File: config.mk
export PLATFORM = sky130hd
export DESIGN_NAME = rom_io_node
export DESIGN_NICKNAME = d
export VERILOG_FILES = /design/src/rtl/rom_io_pkg.sv /design/src/rtl/rom_phase_track.sv /design/src/rtl/rom_fetch_ctl.sv /design/src/rtl/rom_word_store.sv /design/src/rtl/rom_io_port.sv /design/src/rtl/rom_io_node.sv
export SDC_FILE = /design/constraint.sdc
export NUM_CORES = 1
export LEC_CHECK = 0
export ABC_AREA = 0
export BUFFER_PORTS_ARGS = -buffer_cell sky130_fd_sc_hd__buf_2
export CAP_MARGIN = 10
export CORE_MARGIN = 1.5
export CORE_UTILIZATION = 64
export CTS_BUF_LIST = sky130_fd_sc_hd__clkbuf_4
export CTS_CLUSTER_DIAMETER = 200
export DETAILED_ROUTE_END_ITERATION = 10
export HOLD_SLACK_MARGIN = 0.08
export PLACE_DENSITY = 0.81
export SLEW_MARGIN = 0
export SYNTH_ARGS = -nofsm -noshare
export SYNTH_HDL_FRONTEND = slang
export SYNTH_SLANG_ARGS = --single-unit
File: constraint.sdc
create_clock -name clk -period 5.2 [get_ports clk]
set_clock_uncertainty 0.15 [all_clocks]
set_input_delay 0.52 -clock clk [delete_from_list [all_inputs] [get_ports clk]]
set_output_delay 0.52 -clock clk [all_outputs]
set_load 0.1 [all_outputs]
File: src/rtl/rom_io_pkg.sv
package rom_io_pkg;
  localparam int NIB_W     = 4;
  localparam int ROM_AW    = 8;
  localparam int ROM_DEPTH = 1 << ROM_AW;
  localparam int WORD_W    = 2 * NIB_W;

  typedef enum logic [2:0] {
    PH_A1, PH_A2, PH_A3, PH_M1, PH_M2, PH_X1, PH_X2, PH_X3
  } phase_t;

  localparam logic [NIB_W-1:0] OPR_IO   = 4'b1110;
  localparam logic [NIB_W-1:0] OPR_SEL  = 4'b0010;
  localparam logic [NIB_W-1:0] OPA_PWR  = 4'b0010;
  localparam logic [NIB_W-1:0] OPA_PRD  = 4'b1010;

  // Default word image: word i = (i*37) xor 0xA5, low 8 bits.
  function automatic logic [ROM_DEPTH*WORD_W-1:0] default_image();
    logic [ROM_DEPTH*WORD_W-1:0] img;
    for (int i = 0; i < ROM_DEPTH; i++)
      img[i*WORD_W +: WORD_W] = WORD_W'((i * 37) ^ 165);
    return img;
  endfunction
endpackage

File: src/rtl/rom_phase_track.sv
module rom_phase_track
  import rom_io_pkg::*;
(
  input  logic   clk,
  input  logic   rst_n,
  input  logic   sync_i,
  output phase_t ph_now
);
  phase_t ph_q;

  assign ph_now = sync_i ? PH_A1 : ph_q;

  always_ff @(posedge clk) begin
    if (!rst_n) ph_q <= PH_A1;
    else        ph_q <= phase_t'(ph_now + 3'd1);
  end
endmodule

File: src/rtl/rom_fetch_ctl.sv
module rom_fetch_ctl
  import rom_io_pkg::*;
#(
  parameter logic [NIB_W-1:0] CHIP_ID = 4'd0
) (
  input  logic              clk,
  input  logic              rst_n,
  input  phase_t            ph_now,
  input  logic              cmd_i,
  input  logic [NIB_W-1:0]  bus_i,
  output logic [ROM_AW-1:0] word_addr,
  output logic              sel_q
);
  logic [NIB_W-1:0] lo_q, mid_q;

  assign word_addr = {mid_q, lo_q};

  always_ff @(posedge clk) begin
    if (!rst_n) begin
      lo_q  <= '0;
      mid_q <= '0;
      sel_q <= 1'b0;
    end else begin
      unique case (ph_now)
        PH_A1:   lo_q  <= bus_i;
        PH_A2:   mid_q <= bus_i;
        PH_A3:   sel_q <= cmd_i && (bus_i == CHIP_ID);
        default: ;
      endcase
    end
  end
endmodule

File: src/rtl/rom_word_store.sv
module rom_word_store
  import rom_io_pkg::*;
#(
  parameter logic [ROM_DEPTH*WORD_W-1:0] IMAGE = default_image()
) (
  input  logic [ROM_AW-1:0] addr,
  input  logic              upper,
  output logic [NIB_W-1:0]  nib
);
  localparam int IDX_W = ROM_AW + $clog2(WORD_W);
  logic [WORD_W-1:0] word;
  logic [IDX_W-1:0]  base;

  assign base = {addr, {$clog2(WORD_W){1'b0}}};
  assign word = IMAGE[base +: WORD_W];
  assign nib  = upper ? word[WORD_W-1 -: NIB_W] : word[NIB_W-1:0];
endmodule

File: src/rtl/rom_io_port.sv
module rom_io_port
  import rom_io_pkg::*;
#(
  parameter logic [NIB_W-1:0] CHIP_ID = 4'd0
) (
  input  logic             clk,
  input  logic             rst_n,
  input  logic             clr_n,
  input  phase_t           ph_now,
  input  logic             cmd_i,
  input  logic [NIB_W-1:0] bus_i,
  output logic [NIB_W-1:0] port_q,
  output logic             rd_drive
);
  logic [NIB_W-1:0] opr_q, opa_q;
  logic             sel_instr_q, io_instr_q, target_q;
  logic             wr_hit;

  assign rd_drive = (ph_now == PH_X2) && io_instr_q && target_q && (opa_q == OPA_PRD);
  assign wr_hit   = (ph_now == PH_X2) && io_instr_q && target_q && (opa_q == OPA_PWR);

  always_ff @(posedge clk) begin
    if (!rst_n) begin
      opr_q       <= '0;
      opa_q       <= '0;
      sel_instr_q <= 1'b0;
      io_instr_q  <= 1'b0;
      target_q    <= 1'b0;
    end else begin
      unique case (ph_now)
        PH_M1: opr_q <= bus_i;
        PH_M2: begin
          opa_q       <= bus_i;
          sel_instr_q <= (opr_q == OPR_SEL) && bus_i[0];
          io_instr_q  <= cmd_i && (opr_q == OPR_IO);
        end
        PH_X2: if (sel_instr_q) target_q <= cmd_i && (bus_i == CHIP_ID);
        default: ;
      endcase
    end
  end

  always_ff @(posedge clk or negedge clr_n) begin
    if (!clr_n)      port_q <= '0;
    else if (!rst_n) port_q <= '0;
    else if (wr_hit) port_q <= bus_i;
  end
endmodule

File: src/rtl/rom_io_node.sv
module rom_io_node
  import rom_io_pkg::*;
#(
  parameter logic [NIB_W-1:0]            CHIP_ID   = 4'd5,
  parameter logic [ROM_DEPTH*WORD_W-1:0] ROM_IMAGE = default_image()
) (
  input  logic             clk,
  input  logic             rst_n,
  input  logic             sync_i,
  input  logic             cmd_i,
  input  logic [NIB_W-1:0] bus_i,
  output logic [NIB_W-1:0] bus_o,
  output logic             bus_oe,
  input  logic [NIB_W-1:0] port_in,
  output logic [NIB_W-1:0] port_out,
  input  logic             port_clr_n
);
  phase_t            ph_now;
  logic [ROM_AW-1:0] word_addr;
  logic              fetch_sel;
  logic [NIB_W-1:0]  rom_nib;
  logic              rd_drive;
  logic              fetch_slot;

  rom_phase_track u_phase (
    .clk(clk), .rst_n(rst_n), .sync_i(sync_i), .ph_now(ph_now)
  );

  rom_fetch_ctl #(.CHIP_ID(CHIP_ID)) u_fetch (
    .clk(clk), .rst_n(rst_n), .ph_now(ph_now), .cmd_i(cmd_i), .bus_i(bus_i),
    .word_addr(word_addr), .sel_q(fetch_sel)
  );

  rom_word_store #(.IMAGE(ROM_IMAGE)) u_store (
    .addr(word_addr), .upper(ph_now == PH_M1), .nib(rom_nib)
  );

  rom_io_port #(.CHIP_ID(CHIP_ID)) u_port (
    .clk(clk), .rst_n(rst_n), .clr_n(port_clr_n), .ph_now(ph_now),
    .cmd_i(cmd_i), .bus_i(bus_i), .port_q(port_out), .rd_drive(rd_drive)
  );

  assign fetch_slot = fetch_sel && (ph_now == PH_M1 || ph_now == PH_M2);
  assign bus_oe     = fetch_slot || rd_drive;
  assign bus_o      = rd_drive ? port_in : rom_nib;
endmodule

After elaboration in Yosys (flattened, before gate mapping) --
Index checks and enable logic that the tools add are counted.
Storage, ports and cells: bits in registers 27, bits in latches 0, bits in writable memories 0, ROM bits 0, input port bits 13, output and inout port bits 9, memories 0
Operators by class: add/subtract/negate cells 1, multiply operators 0, div/mod/pow operators 0, order comparisons 0, eq/ne operators 11, shifts and indexed selects 1, multiplexer cells 5, bitwise operators 0, reductions and logical operators 12
Operators with widths (number):
- $shiftx 2048x12->8 const A | 1
- $mux 4 | 4
- $eq 4x2->1 const B | 2
- $eq 4x4->1 const B | 2
- $logic_and 1x1->1 | 8
- $eq 3x2->1 const B | 2
- $eq 3x3->1 const B | 2
- $eq 4x3->1 const B | 1
- $add 3x1->3 const B | 1
- $eq 3x1->1 const B | 1
- $logic_not 3->1 | 1
- $mux 3 | 1
- $logic_or 1x1->1 | 2
- $ne 2x1->1 const B | 1
- $reduce_and 2->1 | 1

Logic depth before layout (Yosys ltp) --
Gate-level depths: netlist of the first run.
word-level depth 7, depth in mapped cells 10

Hierarchy --
From an unflattened synthesis of the first run, not the netlist that was laid out.
Second synthesis, totals: cell total of the unflattened synthesis 271, area total of the unflattened synthesis 2357.3 sq um
Modules (own cells, without submodules):
- rom_word_store | times used 1, cells each 150, area each 1072.3 sq um
- rom_io_port | times used 1, cells each 69, area each 686.9 sq um
- rom_fetch_ctl | times used 1, cells each 32, area each 377.9 sq um
- rom_phase_track | times used 1, cells each 13, area each 147.6 sq um
- rom_io_node | times used 1, cells each 7, area each 72.6 sq um

Worst setup path after synthesis of the first run --
Ideal clock, no wire load.
path type flip-flop to output port, start register u_fetch.lo_q[1], end output bus_o[2], arrival 3.337 ns, slack 1.193 ns, cell stages (with the launch flop) 10, cells stage by stage dfxtp_1 > buf_2 > inv_1 > ha_1 > and2_1 > a21oi_1 > a21oi_1 > a221oi_1 > o21ai_0 > a21oi_1
Between the ends: longest elaborated chain between the ends 3
RTL lines:
- start, declared | RTL line rom_fetch_ctl.sv:14 | logic [NIB_W-1:0] lo_q, mid_q;
- start signal, assigned | RTL line rom_fetch_ctl.sv:25 | PH_A1: lo_q <= bus_i;
- $shiftx 2048x12->8 | RTL line rom_word_store.sv:15 | assign word = IMAGE[base +: WORD_W];
- $mux 4 | RTL line rom_word_store.sv:16 | assign nib = upper ? word[WORD_W-1 -: NIB_W] : word[NIB_W-1:0];
- $mux 4 | RTL line rom_io_node.sv:45 | assign bus_o = rd_drive ? port_in : rom_nib;
- end, declared | RTL line rom_io_node.sv:12 | output logic [NIB_W-1:0] bus_o,
No other way between the ends.

Worst setup path in the final report of the first run --
start register u_fetch.lo_q[3], end output bus_o[2]
Same word-level chain as after synthesis.

==> metrics.cfg, run 1 <==
[power]
p_int_uw = 294
leakagePower_uw = 0.000867
p_sw_frac = 0.373
p_sw_uw = 175
p_per_area_nw_per_um2 = 202
clock_power_share = 0.196
finalPower_uw = 469
combPwrFrac = 0.318
ir_drop_v = 0.000209
seqPwrFrac = 0.485

[placed_design]
hpwl_mm = 3.52
portBuffers = 21
pre_cts_slack_ns = 1.64
placed_cell_area_sq_um = 2280
place_congestion = 0.831

[min_path]
holdPathEnd = u_port.opa_q[0]
min_from = u_port.opa_q[0]
min_delay_path_depth = 2
min_path_type = register to register

[route]
num_vias = 2048
routedWlPerCell_um = 14.5
ant_nets = 0
firstDrtPassIters = 5
drtIter0Drc = 244
wl_mm = 4.95
post-route-drc-count = 0
avgViaCountPerCell = 6.01

[cells_and_area]
drive_above_1_share = 0.112
syn2layout_area_growth_pct = 4.57
fin_nets = 321
multi_input_area_sq_um = 1500
design_area_sq_um = 2320
n_antenna_cell = 0
seq_area_sq_um = 561
final_util = 0.695
n_fill_cell = 302

[synthesis]
synth.area.mux_share = 0.0790
synth_compound_area_frac = 0.226
syn_nets = 314
async_flop_share = 0.148
ys_seq_area_frac = 0.253
avgSynthCellArea_sq_um = 7.67
yosys_register_bits = 27
synthDistinctLibCells = 53
synth_adder_area_share = 0.0677
ys_warn_count = 0
synth_ff_type = dfxtp_1
synthesis.area_sq_um = 2220
synth_top_family_by_area = simple AND/OR/NAND/NOR gates
synth_area_leader_cell = dfxtp_1
netlist_instances = 289
netlist_top_cells_area = dfxtp_1 (21%), ha_1 (6.8%), nand2_1 (6.3%), nor2b_1 (5.9%), mux2i_1 (5.9%)
synth_xor_area_frac = 0.0119
yosys.area_share.simple = 0.291
synth_top_area_share = 0.208
synth_edf_count = 0

[global_route]
grt_util_all_layers = 0.277
grt_max_degree = 34
grt.overflow.total = 0
grt_pass1_vias = 1817
grt_pass1_wl_mm = 8.08
antenna_found_initial = 0

[clocking]
cts_buffer_depth = 2
htree_levels = 1
cts_resized = 0
clk_pin_slew_ns = 0.15
clkSinkCount = 27
cts_made_buffers = 3
root_buffer = clkbuf_4
cts_tree = done
clkLatencyLatePin_ns = 0.33

[setup_path]
cp-startpoint = u_fetch.lo_q[3]
crit_fanout = 33
arrival_ns = 3.31
endpoint_kind = output pin
r2r_end = u_port.port_q[2]
rr_startpoint = u_phase.ph_q[1]
startpoint_type = register
cp.required_ns = 4.53
r2r_slack_ns = 2.91
worst_r2r_path_depth = 8
critPathKind = register to output pin

[die]
std_cell_rows = 21
ios = 22
die_x_um = 61.9
core-area_sq_um = 3340
dieHeight_um = 61.9
dieArea_sq_um = 3830
start_util = 0.664

[sta]
worst-slew-pin-transition_ns = 1.07
post-route-period-util = 0.765
rsz0062_at_grt = false
min_period_ns = 3.98
setup_ws_ns = 1.22
finalSetupViolCount = 0
setup-tns-final_ns = 0
slew_viol_final = 0
finalHoldViolations = 0
maxSlewHeadroom = 0.284
fmax_ghz = 0.252

[run_status]
outcome = completed

[flow_run]
drv_cap = 0

-- layer usage --
layer  wire (um)  track usage  up-vias
met2        2550        0.520       55
met4          38       0.0608        0
met5           0            0        -
li1            -            -     1042
met3         194       0.0207        4
met1        2160        0.345      947
-- flip-flops by register name, indices dropped and copies added, names as in the netlist --
signal / count
u_fetch.lo_q: 4
u_fetch.mid_q: 4
u_fetch.sel_q: 1
u_phase.ph_q: 3
u_port.io_instr_q: 1
u_port.opa_q: 4
u_port.opr_q: 4
u_port.port_q: 4
u_port.sel_instr_q: 1
u_port.target_q: 1
-- power groups by stage --
stage	Sequential, uW	Combinational (uW)	Clock (uW)
after global routing	229	163	102
after floorplan	221	130	0
after CTS	227	148	93.9
after global placement	231	146	0
final	228	149	92.1
after detailed placement	232	147	0
-- per-stage QoR --
stage / instances / hold WS, ns
floorplan: 289 / 0.0744
global placement: 336 / 0.177
detailed placement: 336 / 0.178
CTS: 341 / 0.323
global route: 341 / 0.351
finish: 341 / 0.323
-- cells in the mapped netlist (2+ instances only) --
| cell type | instances |
|---|---|
| a211o_1 | 2 |
| a211oi_1 | 3 |
| a21boi_0 | 13 |
| a21oi_1 | 14 |
| a221oi_1 | 2 |
| a31o_2 | 2 |
| a31oi_1 | 5 |
| and2_1 | 5 |
| buf_1 | 2 |
| buf_2 | 12 |
| buf_6 | 2 |
| clkbuf_1 | 5 |
| dfrtp_1 | 4 |
| dfxtp_1 | 23 |
| ha_1 | 12 |
| inv_1 | 10 |
| mux2i_1 | 13 |
| mux4_2 | 2 |
| nand2_1 | 37 |
| nand2b_1 | 8 |
| nand3_1 | 18 |
| nand3b_1 | 2 |
| nand4_1 | 2 |
| nand4b_1 | 2 |
| nor2_1 | 16 |
| nor2b_1 | 21 |
| nor3_1 | 8 |
| nor4_1 | 2 |
| o211ai_1 | 4 |
| o21ai_0 | 12 |
| o311ai_0 | 3 |
| xnor2_1 | 2 |
-- area by class of cell --
class,instances,area share
clock buffer,3,0.00971
clock inverter,1,0.00324
inverter,11,0.0178
multi-input combinational,229,0.647
sequential,27,0.242
tap,46,0.0248
timing repair buffer,24,0.0561
-- worst max-delay path, cell delays in order, from the launching register on --
cell	delay, ns
dfxtp_1	1.06
clkinv_1	0.53
a31o_2	0.32
a31oi_1	0.18
o211ai_1	0.11
and3b_1	0.19
a21oi_1	0.13
buf_2	0.44
-- cell usage in the layout, fill, tap and decap left out, types with 2 or more instances in the layout --
cell / instances
nand2_1: 37
dfxtp_1: 23
nor2b_1: 21
buf_2: 21
nand3_1: 18
nor2_1: 16
a21oi_1: 14
mux2i_1: 13
a21boi_0: 13
o21ai_0: 12
ha_1: 12
inv_1: 10
nand2b_1: 8
nor3_1: 8
and2_1: 5
a31oi_1: 5
o211ai_1: 4
dfrtp_1: 4
a211oi_1: 3
o311ai_0: 3
clkbuf_4: 3
a31o_2: 2
a221oi_1: 2
nand3b_1: 2
mux4_2: 2
a211o_1: 2
nand4b_1: 2
xnor2_1: 2
nand4_1: 2
nor4_1: 2
buf_4: 2
-- cell families (layout without fill, tap and decap cells) --
logic type | Yosys count | in the layout
buffers and inverters | 33 | 39
xor gates and xnor gates | 3 | 3
DFF | 27 | 27
adders and majority gates | 12 | 12
AOI/OAI and AO/OA | 73 | 73
and+or+nand+nor | 126 | 126
muxes | 15 | 15
-- repair_timing --
action,CTS,global route
hold buffers,1,0
setup buffers,0,0
hold endpoints to repair,4,0
-- worst max-delay path by stage --
| stage | cells after the start | slack, ns | end |
|---|---|---|---|
| finish | 7 | 1.22 | bus_o[2] |
| global route | 7 | 0.92 | bus_o[2] |
| CTS | 7 | 1.27 | bus_o[2] |
| global placement | 7 | 1.74 | bus_o[2] |
| floorplan | 9 | 1.19 | bus_o[2] |
| detailed placement | 7 | 1.64 | bus_o[2] |
Note: power is estimated with default switching activity, not from simulation.
==> run 2: changes to the inputs <==
--- a/config.mk
+++ b/config.mk
@@ -5,16 +5,16 @@
 export SDC_FILE = /design/constraint.sdc
 export NUM_CORES = 1
 export LEC_CHECK = 0
-export ABC_AREA = 0
+export ABC_AREA = 1
 export BUFFER_PORTS_ARGS = -buffer_cell sky130_fd_sc_hd__buf_2
 export CAP_MARGIN = 10
 export CORE_MARGIN = 1.5
-export CORE_UTILIZATION = 64
+export CORE_UTILIZATION = 55
 export CTS_BUF_LIST = sky130_fd_sc_hd__clkbuf_4
 export CTS_CLUSTER_DIAMETER = 200
 export DETAILED_ROUTE_END_ITERATION = 10
 export HOLD_SLACK_MARGIN = 0.08
-export PLACE_DENSITY = 0.81
+export PLACE_DENSITY = 0.74
 export SLEW_MARGIN = 0
 export SYNTH_ARGS = -nofsm -noshare
 export SYNTH_HDL_FRONTEND = slang
==> constraint.sdc (replaced) <==
create_clock -name clk -period 3.29 [get_ports clk]
set_clock_uncertainty 0.15 [all_clocks]
set_input_delay 0.329 -clock clk [delete_from_list [all_inputs] [get_ports clk]]
set_output_delay 0.329 -clock clk [all_outputs]
set_load 0.1 [all_outputs]
==> metrics.cfg, run 2 <==
[synthesis]
synth_edf_count = 0
synth_area_leader_cell = dfxtp_1
synth_most_common_cell = nand2_1
synth_ff_type = dfxtp_1
ys_warn_count = 0
syn_nets = 340
synthDistinctLibCells = 32
yosys_register_bits = 27
netlist_instances = 315
async_flop_share = 0.148
netlist_top_cells_area = dfxtp_1 (23%), nand2_1 (14%), nand3_1 (13%), ha_1 (7.4%), a21oi_1 (6.4%)
avgSynthCellArea_sq_um = 6.44
synthTopCellsByCount = nand2_1 (76), nand3_1 (51), inv_1 (34)
synthesis.area_sq_um = 2030
synth_top_area_share = 0.227
ys_seq_area_frac = 0.276

[global_route]
grt_util_all_layers = 0.255
grt.overflow.total = 0
grt_pass1_vias = 1916
grt_pass1_wl_mm = 8.45
antenna_found_initial = 0
grt_max_degree = 22

[cells_and_area]
syn2layout_area_growth_pct = 7.59
layout_common_cells = nand2_1 (76), nand3_1 (51), inv_1 (34)
fin_nets = 358
n_antenna_cell = 0
drive_above_1_share = 0.142
fin_cells = 378
final_common_cell = nand2_1

[setup_path]
slowest_stage = dfxtp_1
startpoint_type = register
critPathKind = register to output pin
cp.required_ns = 2.81
cp.buffers_inverters = 2
endpoint_kind = output pin
crit_fanout = 9
crit_chain = inv_2 -> ha_1 -> nor2_1 -> nor2_2 -> nand2_1 -> o21ai_1 -> nand2_1 -> nand3_1 -> o21ai_1 -> nand2_1 -> nand3_1 -> a21oi_2 -> clkbuf_4
cp-startpoint = u_fetch.lo_q[1]
rr_startpoint = u_phase.ph_q[0]
path_delay_family = simple AND/OR/NAND/NOR gates
cpMostUsedCell = nand2_1
cpPeakStageDelay_ns = 0.54
arrival_ns = 2.56

[die]
core-area_sq_um = 3440
dieHeight_um = 63.7
die_x_um = 63.7
ios = 22
std_cell_rows = 21
start_util = 0.589
dieArea_sq_um = 4060

[placed_design]
hpwl_mm = 3.68
place_inst = 373
portBuffers = 21
place_congestion = 0.961

[clocking]
clkLatencyLatePin_ns = 0.33
clkSinkCount = 27
clk_pin_slew_ns = 0.13
cts_tree = done
cts_buffer_depth = 2
root_buffer = clkbuf_4
htree_levels = 1
cts_made_buffers = 3

[route]
firstDrtPassIters = 4
routedWlPerCell_um = 13.2
post-route-drc-count = 0
ant_nets = 0
wl_mm = 4.98
avgViaCountPerCell = 5.58
num_vias = 2111
drtIter0Drc = 282

[sta]
post-route-period-util = 0.923
slew_viol_final = 0
setup-tns-final_ns = 0
fmax_ghz = 0.329
finalHoldViolations = 0
rsz0062_at_grt = false
worst-slew-pin-transition_ns = 0.648
maxSlewHeadroom = 0.566
min_period_ns = 3.04
finalSetupViolCount = 0

[power]
ir_drop_v = 0.000286
p_sw_uw = 316
p_per_area_nw_per_um2 = 366
p_sw_frac = 0.395
clock_power_share = 0.186
p_int_uw = 483
seqPwrFrac = 0.447
combPwrFrac = 0.367
leakagePower_uw = 0.00106

[run_status]
outcome = completed

[min_path]
min_from = cmd_i
min_path_type = primary input to register

[flow_run]
drv_cap = 0

==> run 2: worst paths after layout <==
kind | to | slack [ns] | cells after the start
hold / removal | u_port.io_instr_q | 0.14 | 3
hold reg to reg | u_port.opa_q[0] | 0.32 | 2
max in group asynchronous | u_port.port_q[0] | 2.71 | 2
min in group asynchronous | u_port.port_q[2] | 0.17 | 2
setup / recovery | bus_o[2] | 0.25 | 13
setup reg to reg | u_port.sel_instr_q | 1.60 | 6
==> run 2: what timing repair did <==
action                                  in CTS  in global routing
hold endpoints to repair                     4                  0
endpoints found under the setup margin       0                  3
hold buffers                                 1                  0
setup buffers                                0                  0
gates resized for setup                      0                  3
==> run 2: metal layers <==
layer	GRT usage	up-vias	wire length [um]
met4	0.101	0	83
met5	0	-	0
li1	-	1076	-
met3	0.0357	11	242
met2	0.450	79	2450
met1	0.309	945	2210
==> run 2: per-stage QoR <==
stage | utilization | power (uW) | worst slack [ns] | cell area (sq um) | hold slack [ns]
after floorplan | - | 598 | 0.395 | 2040 | -0.117
after global placement | 0.620 | 648 | 0.363 | 2130 | -0.0127
after detailed placement | 0.620 | 648 | 0.370 | 2130 | -0.0102
after CTS | 0.632 | 797 | 0.182 | 2170 | 0.131
after global routing | 0.634 | 847 | 0.0398 | 2180 | 0.131
final | 0.634 | 799 | 0.255 | 2180 | 0.140
==> run 2: area by class of cell <==
class,count,area [sq um]
clock buffers,4,30.0
fillers,334,1260
multi-input cells,238,1240
inverters,37,141
repair buffers,26,150
well taps,46,57.6
flip-flops and latches,27,561
==> run 2: kinds of logic after synthesis <==
logic type               after synthesis  synth area share
buffers and inverters                 50             0.117
adder cells (fa/ha/maj)               12            0.0740
flip-flops                            27             0.276
AO/OA/AOI/OAI                         64             0.170
AND/OR/NAND/NOR                      162             0.362
==> run 2: power by group through the flow <==
stage	Sequential [uW]	Combinational, uW	Clock [uW]
2_1_floorplan	352	246	0
3_3_place_gp	364	284	0
3_5_place_dp	364	285	0
4_1_cts	357	287	154
5_1_grt	360	323	165
6_report	357	293	149
==> run 2: worst min-delay path, cell delays in order <==
cell,delay (ns)
buf_2,0.11
nand4_1,0.08
a21oi_1,0.06
